### config.mk
export PLATFORM = sky130hd
export DESIGN_NAME = cpwm_top
export DESIGN_NICKNAME = d
export VERILOG_FILES = /design/src/rtl/cpwm_pkg.sv /design/src/rtl/cpwm_regs.sv /design/src/rtl/cpwm_timebase.sv /design/src/rtl/cpwm_phase.sv /design/src/rtl/cpwm_events.sv /design/src/rtl/cpwm_top.sv
export SDC_FILE = /design/constraint.sdc
export NUM_CORES = 1
export LEC_CHECK = 0
export BUFFER_PORTS_ARGS = -buffer_cell sky130_fd_sc_hd__buf_2
export CELL_PAD_IN_SITES_DETAIL_PLACEMENT = 1
export CELL_PAD_IN_SITES_GLOBAL_PLACEMENT = 2
export CORE_MARGIN = 2
export CORE_UTILIZATION = 36
export DETAILED_ROUTE_END_ITERATION = 10
export PLACE_DENSITY = 0.84
export SLEW_MARGIN = 5
export SYNTH_ARGS = -nofsm -noshare
export SYNTH_HDL_FRONTEND = slang
export SYNTH_HIERARCHICAL = 1
export SYNTH_SLANG_ARGS = --single-unit
export TNS_END_PERCENT = 5
### constraint.sdc
create_clock -name clk -period 3.6 [get_ports clk]
set_input_delay 0.36 -clock clk [delete_from_list [all_inputs] [get_ports clk]]
set_output_delay 0.36 -clock clk [all_outputs]
set_load 0.03 [all_outputs]
### src/rtl/cpwm_pkg.sv
package cpwm_pkg;
  localparam int CW  = 16;
  localparam int DW  = 10;
  localparam int SW  = 8;
  localparam int NPH = 3;
  localparam int AW  = 3;

  typedef enum logic [AW-1:0] {
    A_PER   = 3'd0,
    A_DT    = 3'd1,
    A_DUTY0 = 3'd2,
    A_DUTY1 = 3'd3,
    A_DUTY2 = 3'd4,
    A_SYNCW = 3'd5,
    A_MODE  = 3'd6,
    A_CTRL  = 3'd7
  } addr_e;

  typedef struct packed {
    logic [CW-1:0]          per;
    logic [DW-1:0]          dt;
    logic [NPH-1:0][CW-1:0] duty;
    logic [SW-1:0]          syncw;
  } cfg_t;
endpackage

### src/rtl/cpwm_regs.sv
module cpwm_regs
  import cpwm_pkg::*;
#(
  parameter int RST_PERIOD = 16,
  parameter int RST_SYNCW  = 1
) (
  input  logic          clk,
  input  logic          rst,
  input  logic          wr_en,
  input  logic [AW-1:0] wr_addr,
  input  logic [CW-1:0] wr_data,
  input  logic          ld,
  output logic          dbl,
  output logic          clr,
  output cfg_t          work
);
  cfg_t shadow;
  cfg_t rst_cfg;

  always_comb begin
    rst_cfg       = '0;
    rst_cfg.per   = CW'(RST_PERIOD);
    rst_cfg.syncw = SW'(RST_SYNCW);
  end

  assign clr = wr_en && (wr_addr == A_CTRL) && wr_data[0];

  always_ff @(posedge clk) begin
    if (rst) begin
      shadow <= rst_cfg;
      dbl    <= 1'b0;
    end else if (wr_en) begin
      if (wr_addr == A_PER)   shadow.per   <= wr_data;
      if (wr_addr == A_DT)    shadow.dt    <= wr_data[DW-1:0];
      if (wr_addr == A_SYNCW) shadow.syncw <= wr_data[SW-1:0];
      if (wr_addr == A_MODE)  dbl          <= wr_data[0];
      for (int i = 0; i < NPH; i++) begin
        if (wr_addr == AW'(int'(A_DUTY0) + i)) shadow.duty[i] <= wr_data;
      end
    end
  end

  always_ff @(posedge clk) begin
    if (rst) begin
      work <= rst_cfg;
    end else if (ld) begin
      work     <= shadow;
      work.per <= (shadow.per == '0) ? CW'(1) : shadow.per;
    end
  end
endmodule

### src/rtl/cpwm_timebase.sv
module cpwm_timebase
  import cpwm_pkg::*;
(
  input  logic          clk,
  input  logic          rst,
  input  logic [CW-1:0] per,
  input  logic          dbl,
  output logic [CW-1:0] cnt,
  output logic          start,
  output logic          ld
);
  logic up;
  logic top_hit;
  logic bot_hit;

  assign top_hit = up && (cnt >= per - CW'(1));
  assign bot_hit = !up && (cnt == '0);
  assign start   = up && (cnt == '0);
  assign ld      = bot_hit || (dbl && top_hit);

  always_ff @(posedge clk) begin
    if (rst) begin
      cnt <= '0;
      up  <= 1'b1;
    end else if (up) begin
      if (top_hit) up <= 1'b0;
      else         cnt <= cnt + CW'(1);
    end else begin
      if (bot_hit) up <= 1'b1;
      else         cnt <= cnt - CW'(1);
    end
  end
endmodule

### src/rtl/cpwm_phase.sv
module cpwm_phase
  import cpwm_pkg::*;
(
  input  logic          clk,
  input  logic          rst,
  input  logic [CW-1:0] cnt,
  input  logic [CW-1:0] per,
  input  logic [DW-1:0] dt,
  input  logic [CW-1:0] duty,
  input  logic          force_off,
  output logic          hi_n,
  output logic          lo_n
);
  localparam int PADW = CW + 1 - DW;

  logic [CW:0]   thr;
  logic [CW+1:0] lo_lim;
  logic          hi_on;
  logic          lo_on;

  always_comb begin
    thr    = (duty >= per) ? '0 : {1'b0, per - duty};
    lo_lim = {2'b00, cnt} + {{PADW{1'b0}}, dt, 1'b0};
    hi_on  = ({1'b0, cnt} >= thr);
    lo_on  = (duty == '0) ? 1'b1 : (lo_lim < {1'b0, thr});
  end

  always_ff @(posedge clk) begin
    if (rst || force_off) begin
      hi_n <= 1'b1;
      lo_n <= 1'b1;
    end else begin
      hi_n <= ~hi_on;
      lo_n <= ~lo_on;
    end
  end
endmodule

### src/rtl/cpwm_events.sv
module cpwm_events
  import cpwm_pkg::*;
(
  input  logic          clk,
  input  logic          rst,
  input  logic          start,
  input  logic [SW-1:0] syncw,
  input  logic          trip_i,
  input  logic          clr,
  output logic          sync_o,
  output logic          sync_irq_o,
  output logic          trip_irq_o,
  output logic          force_off
);
  logic          trip_lat;
  logic          trip_d;
  logic [SW-1:0] scnt;

  assign force_off = trip_i | trip_lat;

  always_ff @(posedge clk) begin
    if (rst) begin
      trip_lat   <= 1'b0;
      trip_d     <= 1'b0;
      trip_irq_o <= 1'b0;
      sync_o     <= 1'b0;
      sync_irq_o <= 1'b0;
      scnt       <= '0;
    end else begin
      trip_d     <= trip_i;
      trip_irq_o <= trip_i & ~trip_d;
      trip_lat   <= trip_i | (trip_lat & ~clr);
      sync_irq_o <= start;
      if (start && (syncw != '0)) begin
        sync_o <= 1'b1;
        scnt   <= syncw - SW'(1);
      end else if (scnt != '0) begin
        sync_o <= 1'b1;
        scnt   <= scnt - SW'(1);
      end else begin
        sync_o <= 1'b0;
      end
    end
  end
endmodule

### src/rtl/cpwm_top.sv
module cpwm_top
  import cpwm_pkg::*;
#(
  parameter int RST_PERIOD = 16,
  parameter int RST_SYNCW  = 1
) (
  input  logic           clk,
  input  logic           rst,
  input  logic           wr_en,
  input  logic [AW-1:0]  wr_addr,
  input  logic [CW-1:0]  wr_data,
  input  logic           trip_i,
  output logic           sync_o,
  output logic           sync_irq_o,
  output logic           trip_irq_o,
  output logic [NPH-1:0] hi_n_o,
  output logic [NPH-1:0] lo_n_o
);
  cfg_t          work;
  logic          dbl;
  logic          clr;
  logic          ld;
  logic          start;
  logic          force_off;
  logic [CW-1:0] cnt;

  cpwm_regs #(.RST_PERIOD(RST_PERIOD), .RST_SYNCW(RST_SYNCW)) u_regs (
    .clk(clk), .rst(rst), .wr_en(wr_en), .wr_addr(wr_addr), .wr_data(wr_data),
    .ld(ld), .dbl(dbl), .clr(clr), .work(work)
  );

  cpwm_timebase u_tb (
    .clk(clk), .rst(rst), .per(work.per), .dbl(dbl),
    .cnt(cnt), .start(start), .ld(ld)
  );

  cpwm_events u_ev (
    .clk(clk), .rst(rst), .start(start), .syncw(work.syncw), .trip_i(trip_i),
    .clr(clr), .sync_o(sync_o), .sync_irq_o(sync_irq_o),
    .trip_irq_o(trip_irq_o), .force_off(force_off)
  );

  for (genvar g = 0; g < NPH; g++) begin : g_ph
    cpwm_phase u_ph (
      .clk(clk), .rst(rst), .cnt(cnt), .per(work.per), .dt(work.dt),
      .duty(work.duty[g]), .force_off(force_off),
      .hi_n(hi_n_o[g]), .lo_n(lo_n_o[g])
    );
  end
endmodule

* Word-level counts from Yosys, hierarchy flattened *
Cells that the tools add are included.

operators by class
  reductions and logical operators = 27
  multiplexer cells = 17
  eq/ne operators = 9
  $add $sub $neg = 9
  bitwise gates (word level) = 12
  magnitude comparators = 10

operators by type and width
  cell                     number
  $mux W16                 7
  $logic_not A16 Y1        5
  $ge A16 B16 Y1           4
  $lt A18 B17 Y1           3
  $ge A16 B17 Y1           3
  $sub A16 B16 Y16         3
  $sub A16 B1 Y16 const B  2
  $add A16 B11 Y17         1
  $add A16 B1 Y16 const B  1
  $mux W8                  2
  $reduce_and A2 Y1        8
  $reduce_bool A8 Y1       2
  $sub A8 B1 Y8 const B    2
  $eq A3 B3 Y1 const B     4
  $mux W1                  8
  $not A1 Y1               8
  $logic_and A1 B1 Y1      7
  $eq A3 B2 Y1 const B     2
  $eq A3 B1 Y1 const B     1
  $logic_not A3 Y1         1
  $and A1 B1 Y1            2
  $logic_or A1 B1 Y1       2
  $ne A2 B1 Y1 const B     1
  $ne A2 B2 Y1 const B     1
  3 further kinds          4

word-level totals
  flip-flop bits (word level) = 201
  input port bits = 23

* Depth between registers and ports, before layout *
Gate-level depths: netlist of run 1.

  depth after elaboration = 6
  depth in mapped cells = 19

* Cells and area by module *
The synthesis of run 1 kept the hierarchy.

by module, submodules not included
  module                      area each (sq um)  times used  cells an instance  sequential area each (sq um)
  cpwm_regs                   5943.2             1           648                3303.2
  cpwm_phase at g_ph[0].u_ph  2200.9             1           285                40.0
  cpwm_phase at g_ph[1].u_ph  2084.5             1           273                40.0
  cpwm_phase at g_ph[2].u_ph  2077.0             1           269                40.0
  cpwm_timebase               1949.4             1           234                340.3
  cpwm_events                 812.0              1           88                 260.2

* Worst setup path before layout of run 1 *
No wires, ideal clock.

  path kind = register to register
  from = register, netlist name u_regs/work[67]
  to = register, netlist name u_regs/work[67]
  path slack = 0.038 ns
  path buffers = 4
  arrival = 3.434 ns
  cell stages (with the launch flop) = 18
  path through = dfxtp_1 > nor4_1 > nand2_1 > nor4_1 > xnor2_1 > ha_1 > nand3_1 > nor2_1 > nand3_1 > o21ai_1 > o21a_1 > buf_4 > buf_6 > o21a_1 > buf_2 > buf_2 > mux2i_1 > nor2_1

on the way
  word-level cells in the longest chain between the ends = 5

RTL lines
  item                 RTL line             source
  $sub A16 B1 Y16      cpwm_timebase.sv:16  assign top_hit = up && (cnt >= per - CW'(1));
  $ge A16 B16 Y1       cpwm_timebase.sv:16
  $logic_and A1 B1 Y1  cpwm_timebase.sv:16
  $logic_and A1 B1 Y1  cpwm_timebase.sv:19  assign ld = bot_hit || (dbl && top_hit);
  $logic_or A1 B1 Y1   cpwm_timebase.sv:19
  net ld               cpwm_top.sv:22       logic ld;

The timed path passes the listed nets, and every way through them passes these cells.
A chain may end at the register's enable or synchronous reset.

* Final worst setup path of run 1 *
  from = register, netlist name u_regs/work[74]
  to = register g_ph[2].u_ph.lo_n

on the way
  word-level cells in the longest chain between the ends = 5
  elaborated cells on any way between the ends = 6
  classes of those cells = 1 x add/sub; 2 x order compare; 2 x mux; 1 x bitwise

RTL lines
  item                                                RTL line          source
  $sub A16 B16 Y16 or $ge A16 B16 Y1 (tied branches)  cpwm_phase.sv:22  thr = (duty >= per) ? '0 : {1'b0, per - duty};
  $mux W16 *                                          cpwm_phase.sv:22
  $lt A18 B17 Y1 *                                    cpwm_phase.sv:25  lo_on = (duty == '0) ? 1'b1 : (lo_lim < {1'b0, thr});
  $mux W1 *                                           cpwm_phase.sv:25
  $not A1 Y1 *                                        cpwm_phase.sv:34  lo_n <= ~lo_on;
  to (signal assigned)                                cpwm_phase.sv:34
  to (decl)                                           cpwm_phase.sv:12  output logic lo_n

Mark *: on every way between the ends. The rest lies on a longest branch, timed or not.

==> out/results.txt, run 1 <==
status = complete, no violations
Hold Startpoint = trip_i
Starting DRT DRC Count = 732
Hold Violations, Final = 0
Final Power = 12930 µW
Via density = 5.617
I/O Buffers = 31
number of filler cells placed in the layout = 4960
vias post-DR = 13920
register bit total from synthesis = 201
top post-synthesis cells by count = nand2_1 (242), ha_1 (203), dfxtp_1 (201), a21oi_1 (151), nor2_1 (147)
fraction of synthesized area in multiplexers = 6.735%
hold endpoint = u_ev/trip_lat$_SDFF_PP0_
Gate power share = 61.4%
number of synthesized flops with an enable pin = 0
htree depth = 1
layout cells sized above 1 = 15.92%
CP required = 3.99 ns
die width = 208.6 µm
worst-margin pin slew = 0.8732 ns
GRT met1 Usage = 33.35%
leakage power = 0.007426 µW
placed cells = 2430
Initial Util = 36.65%
Final #Nets = 2163
Post-Synth Simple-Gate Area = 19.17%
fmax = 281.5 MHz
post-synthesis compound-gate area fraction = 19.44%
clock root cell = clkbuf_16
switching share of power = 42.93%
Tot GR Track Use = 23.50%
worst vdd ir = 0.4467 mV
PD cells = 729.9 nW/µm²
Ys Warns = 6
Clock Latency Late Sink = 0.55 ns
antenna fix cells = 0
P_int = 7378 µW
drt first pass iters = 6
clock power share = 18.3%
r2r worst-path depth = 14
non-filler cells, final = 2479
first-pass GRT wire length = 81650 µm
RSZ-0062 raised after global routing = true
Pins Over Slew Limit = 0
Worst setup startpoint = u_regs/work[74]$_SDFFE_PP0P_
crit path time final = 3.552 ns
post-synth top area share = 26.71%
Synth Area per Inst = 8.385 µm²
full die area = 43510 µm²
Max Root-Sink Buffers = 3
largest net degree at the start of global routing = 88
Setup Skew = 0.02421 ns
Final Wtd Congestion = 0.8836
internal reg-to-reg setup slack = 0.05 ns
TNS Setup = 0 ns
most frequent cell after synthesis = nand2_1
Row Count = 74
initial antenna violation count = 1
Register Area = 4054 µm²
placed instance area = 16620 µm²
Worst Hold Slack = 0.08470 ns
synthesized instance count = 1797
met2 Use GR = 39.30%
Flop pwr share = 20.2%
FFs w/ async S/R, synth = 0%
ys flop type = dfxtp_1
Worst setup EP type = flip-flop
Routed Antenna Nets = 0
Core ar. = 41110 µm²
io pins = 32
Final period util = 98.67%
max_slew headroom = 41.54%
main combinational cell family by area after synthesis = compound AO/OA/AOI/OAI gates
worst-path maximum fanout = 4
adder-cell share of the synthesized area = 17.79%
Hold/Removal Path Class = in -> reg
vias in the first global route = 14310
NetSw = 5551 µW
register area share after synthesis = 26.71%
Worst-path clk slew = 0.07 ns
synthesized cell area = 15070 µm²
Multi-input gate area = 10570 µm²
GR peak layer = met2
CTS buffer count = 24
WS Path Type = reg -> reg
Hold-fix buffers, CTS = 0
DRC viols = 0
Die Ht = 208.6 µm
xor-xnor portion of the synthesized cell area = 5.697%
Synthesized Nets = 2030
count of cell types in the netlist = 96
Yosys top cell by area = dfxtp_1
routed len/inst = 21.15 µm
DRT Wirelength = 52430 µm
GR Util met3 = 1.638%
hold path depth = 3
synthesis-to-finish area growth = 17.56%
count of max-cap constraint violations = 0
post-layout instance area = 17710 µm²
reg2reg start = u_regs/work[74]$_SDFFE_PP0P_
RR Endpoint = g_ph[2].u_ph/lo_n$_SDFF_PP1_
CP Launch Type = flip-flop
grt total ovfl = 0
WP data arrival = 3.94 ns
Area contributors post-synth = dfxtp_1 (27%), ha_1 (17%), mux2i_1 (6.5%)
CTS sink cnt = 201
final setup fails = 0
post-DP HPWL = 39990 µm
TritonCTS clock tree = done
[placed cells by master, fill, tap and decap left out, types with 7 or more instances in the layout]
master,n
a211oi_1,19
o2111ai_1,8
inv_1,83
nor2_1,147
buf_4,130
a211o_1,15
a31oi_1,19
and4_1,7
dfxtp_1,185
mux2i_1,97
and3_1,9
nor3_1,11
o21a_1,13
nand4_1,18
nor4_1,27
nand3b_1,8
ha_1,202
a21o_1,41
nand2_1,241
nand3_1,36
or3_1,8
o31ai_1,7
o211ai_1,17
o21bai_1,7
nand2b_1,15
dfxtp_2,12
clkbuf_1,8
a21oi_1,144
nor2b_1,21
xor2_1,38
buf_2,30
xnor2_1,60
a21oi_2,15
clkbuf_16,26
o21ai_0,50
o21ai_1,10
[sequential cells by signal, summed over array words and instances (netlist names), 3 cells and up]
signal	cells
g_ph.u_ph/lo_n	3
u_regs/work	82
g_ph.u_ph/hi_n	3
u_tb/cnt	16
u_ev/scnt	8
u_regs/shadow	82
[metal layers]
layer	routed length [µm]	part of all wire, %
met5	0	0
met4	1085	2.1
met3	1522	2.9
met2	24220	46
met1	25600	49
[critical path, cell delays in order (launching register included)]
cell       delay (ns)
dfxtp_1          0.67
ha_1             0.38
a21o_1           0.23
a21oi_1          0.21
a21boi_1         0.13
buf_4            0.17
mux2i_1          0.16
nand3_1          0.16
ha_1             0.38
nand2_1          0.09
nor2_1           0.05
a2111oi_2        0.34
nor2_1           0.09
nor4_1           0.24
a31oi_1          0.12
[cell type report]
class                      count  area share, %
clock buffer                  35          3.793
multi-input combinational   1447          59.67
timing repair buffer         172          7.664
sequential                   201          22.89
clock inverter                 8         0.4521
inverter                      84          1.780
tap                          532          3.758
[metrics by stage]
step	util (%)	setup slack [ns]
floorplan	-	0.03815
global placement	40.43	-0.04018
detailed placement	40.43	-0.1197
CTS	42.42	-0.02163
global route	43.09	-0.1436
finish	43.09	0.04794
[kinds of logic (layout without fill, tap and decap cells)]
logic type / after synthesis / in the layout
adders and majority gates: 210 / 210
and+or+nand+nor: 603 / 603
DFF: 201 / 201
AOI/OAI and AO/OA: 435 / 435
muxes: 101 / 101
buffers and inverters: 149 / 299
xor gates and xnor gates: 98 / 98
[what timing repair did]
| item | in CTS | in global routing |
|---|---|---|
| endpoints found under the setup margin | 92 | 97 |
| buffers inserted | 0 | 3 |
| pin swaps | 1 | 10 |
| cloned | 1 | 2 |
| resized for setup | 12 | 54 |
[how the worst max path moves through the flow]
stage	endpoint	slack [ns]	depth (start not counted)
2_1_floorplan	u_regs/work[67]$_SDFFE_PP0P_	0.04	17
3_3_place_gp	g_ph[0].u_ph/lo_n$_SDFF_PP1_	-0.04	14
3_5_place_dp	u_regs/work[62]$_SDFFE_PP0P_	-0.12	16
4_1_cts	g_ph[2].u_ph/lo_n$_SDFF_PP1_	-0.02	17
5_1_grt	g_ph[2].u_ph/lo_n$_SDFF_PP1_	-0.14	17
6_report	g_ph[2].u_ph/lo_n$_SDFF_PP1_	0.05	14
[power by group through the flow]
stage               registers (µW)  clock network [µW]  logic (µW)
detailed placement            2660                   0        7450
finish                        2610                2370        7940
global route                  2630                2490        8760
CTS                           2610                2410        7580
floorplan                     2720                   0        5100
global placement              2650                   0        7140
(Power assumes the default switching activity.)
==> run 2: changes to the inputs <==
--- a/config.mk
+++ b/config.mk
@@ -12,6 +12,7 @@
 export CORE_UTILIZATION = 36
 export DETAILED_ROUTE_END_ITERATION = 10
 export PLACE_DENSITY = 0.84
+export SETUP_SLACK_MARGIN = 0.4
 export SLEW_MARGIN = 5
 export SYNTH_ARGS = -nofsm -noshare
 export SYNTH_HDL_FRONTEND = slang
==> run 2 against run 1 <==
Die area unchanged. Register-to-register slack better by 0.07 ns. Largest power group unchanged. Clock power is essentially flat. Fmax up 2.0%. Hold slack improved by 0.022 ns. Sequential share of layout area down 0.64 points. Clock-buffer cell count increased by 3. Critical path depth up 3.
==> out/results.txt, run 2 (synthesized netlist as in run 1, its figures left out) <==
final setup fails = 0 (unchanged)
DRC viols = 0 (unchanged)
worst-margin pin slew = 0.8421 ns (was 0.8732 ns)
fmax = 287.1 MHz (was 281.5 MHz)
clock root cell = clkbuf_16 (unchanged)
vias in the first global route = 15080 (was 14310)
commonest non-fill, non-tap cell in the layout = nand2_1 (unchanged)
Final Wtd Congestion = 0.9025 (was 0.8836)
htree depth = 1 (unchanged)
synthesis-to-finish area growth = 21.73% (was 17.56%)
Flop pwr share = 19.1% (was 20.2%)
PD cells = 747.0 nW/µm² (was 729.9 nW/µm²)
layout cells sized above 1 = 20.99% (was 15.92%)
Starting DRT DRC Count = 654 (was 732)
post-DP HPWL = 39960 µm (was 39990 µm)
CP bufs+invs = 5 (was 1)
CP max stage delay = 0.39 ns (was 0.67 ns)
CTS buffer count = 25 (was 24)
Worst Slack Setup Final = 0.1164 ns (was 0.04794 ns)
largest net degree at the start of global routing = 93 (was 88)
clock power share = 17.4% (was 18.3%)
Largest delay share family, worst path = compound AO/OA/AOI/OAI gates (unchanged)
Worst-path clk slew = 0.06 ns (was 0.07 ns)
Clock Latency Late Sink = 0.57 ns (was 0.55 ns)
placed instance area = 16540 µm² (was 16620 µm²)
Initial Util = 36.65% (unchanged)
worst-path cell chain = buf_4, nor4_4, buf_4, buf_4, nand2_1, xor2_1, ha_1, a211oi_1, o21ai_0, a21oi_2, o21ai_2, o21a_2, o21a_4, buf_12, buf_4, mux2i_1, nor2_1 (was ha_1, a21o_1, a21oi_1, a21boi_1, buf_4, mux2i_1, nand3_1, ha_1, nand2_1, nor2_1, a2111oi_2, nor2_1, nor4_1, a31oi_1)
NetSw = 5883 µW (was 5551 µW)
max_slew headroom = 43.62% (was 41.54%)
vias post-DR = 14180 (was 13920)
Hold Violations, Final = 0 (unchanged)
crit path max-delay cell type = dfxtp_4 (was dfxtp_1)
Hold/Removal Path Class = in -> reg (unchanged)
Max Root-Sink Buffers = 3 (unchanged)
initial antenna violation count = 0 (was 1)
pre-CTS worst setup slack = -0.06594 ns (was -0.1197 ns)
Tot GR Track Use = 24.61% (was 23.50%)
CP required = 4.00 ns (was 3.99 ns)
largest registers = u_regs/shadow (82), u_regs/work (82), u_tb/cnt (16) (unchanged)
P_int = 7819 µW (was 7378 µW)
first-pass GRT wire length = 85330 µm (was 81650 µm)
CP dominant cell by count = buf_4
Final #Nets = 2187 (was 2163)
Gate power share = 63.5% (was 61.4%)
worst-path maximum fanout = 6 (was 4)
WP data arrival = 3.89 ns (was 3.94 ns)
Worst setup EP type = flip-flop (unchanged)
Setup Skew = 0.03076 ns (was 0.02421 ns)
Via density = 5.664 (was 5.617)
Die Ht = 208.6 µm (unchanged)
CTS sink cnt = 201 (unchanged)
drt first pass iters = 5 (was 6)
Core ar. = 41110 µm² (unchanged)
full die area = 43510 µm² (unchanged)
Pins Over Slew Limit = 0 (unchanged)
post-layout instance area = 18340 µm² (was 17710 µm²)
I/O Buffers = 31 (unchanged)
die width = 208.6 µm (unchanged)
grt total ovfl = 0 (unchanged)
Final period util = 96.77% (was 98.67%)
most frequent cells in the layout = nand2_1 (228), ha_1 (184), dfxtp_1 (172), nor2_1 (146), buf_4 (146) (was nand2_1 (241), ha_1 (202), dfxtp_1 (185), nor2_1 (147), a21oi_1 (144))
TritonCTS clock tree = done (unchanged)
count of max-cap constraint violations = 0 (unchanged)
worst vdd ir = 0.4148 mV (was 0.4467 mV)
Routed Antenna Nets = 0 (unchanged)
status = complete, no violations (unchanged)
switching share of power = 42.94% (was 42.93%)
crit path time final = 3.484 ns (was 3.552 ns)
CP Launch Type = flip-flop (unchanged)
RSZ-0062 raised after global routing = true (unchanged)
antenna fix cells = 0 (unchanged)
Worst Hold Slack = 0.1067 ns (was 0.08470 ns)
DRT Wirelength = 54310 µm (was 52430 µm)
leakage power = 0.007636 µW (was 0.007426 µW)
routed len/inst = 21.69 µm (was 21.15 µm)
io pins = 32 (unchanged)
TNS Setup = 0 ns (unchanged)
WS Path Type = reg -> reg (unchanged)
Row Count = 74 (unchanged)
## run 2: cell count changes in the layout (fill, tap and decap cells not counted), sizes merged
cell,previous run,this run
clkinv,3,5
o21a,14,15
clkinvlp,3,0
bufbuf,0,1
buf,170,193
clkbuf,37,38
## run 2: timing repair
action                     CTS  global route
hold buffers                 0             0
setup buffers               32             6
gates cloned                 2             0
setup endpoints to repair  109           109
pin swaps                   62            19
resized for setup          138            39
## run 2: worst paths after layout
check / start / endpoint / slack [ns] / depth (start not counted)
setup / recovery: u_regs/work[69]$_SDFFE_PP0P_ / u_regs/work[46]$_SDFFE_PP0P_ / 0.12 / 17
hold / removal: trip_i / u_ev/trip_lat$_SDFF_PP0_ / 0.11 / 3
setup reg to reg: u_regs/work[69]$_SDFFE_PP0P_ / u_regs/work[46]$_SDFFE_PP0P_ / 0.12 / 17
hold reg to reg: u_ev/trip_d$_SDFF_PP0_ / u_ev/trip_irq_o$_SDFF_PP0_ / 0.39 / 1
## run 2: stage by stage
stage | power (µW) | instances | utilization (%)
floorplan | 7924 | 1797 | -
global placement | 9775 | 2419 | 40.25
detailed placement | 10070 | 2419 | 40.25
CTS | 13390 | 2498 | 44.04
global route | 14660 | 2504 | 44.62
finish | 13700 | 2504 | 44.62
## run 2: metal layers
| layer | up-vias | track usage [%] | wire length [µm] |
|---|---|---|---|
| met2 | 254 | 43.01 | 25890 |
| met4 | 0 | 6.453 | 1523 |
| met5 | - | 0 | 0 |
| met3 | 88 | 2.375 | 2018 |
| met1 | 7022 | 32.47 | 24880 |
| li1 | 6819 | - | - |
## run 2: final cells by class
cell class              instances  area (µm²)
inverters                      84       317.8
multi-input cells            1448       10990
flip-flops and latches        201        4080
clock inverters                 7       63.81
repair buffers                194        1534
fillers                      4896       22770
well taps                     532       665.6
clock buffers                  38       694.4
## run 2: power groups by stage
stage	logic (µW)	registers (µW)	clock network (µW)
after floorplan	5200	2730	0
after global placement	7130	2650	0
after detailed placement	7410	2660	0
after CTS	8340	2610	2430
after global routing	9510	2630	2520
final	8700	2620	2380
## run 2: worst reg2reg max path, stage by stage, from the launching register on
cell and delay (ns):
dfxtp_4 0.39, buf_4 0.19, nor4_4 0.31, buf_4 0.18, buf_4 0.11, nand2_1 0.07, xor2_1 0.25, ha_1 0.30
a211oi_1 0.23, o21ai_0 0.16, a21oi_2 0.17, o21ai_2 0.08, o21a_2 0.16, o21a_4 0.16, buf_12 0.15, buf_4 0.17
mux2i_1 0.19, nor2_1 0.06
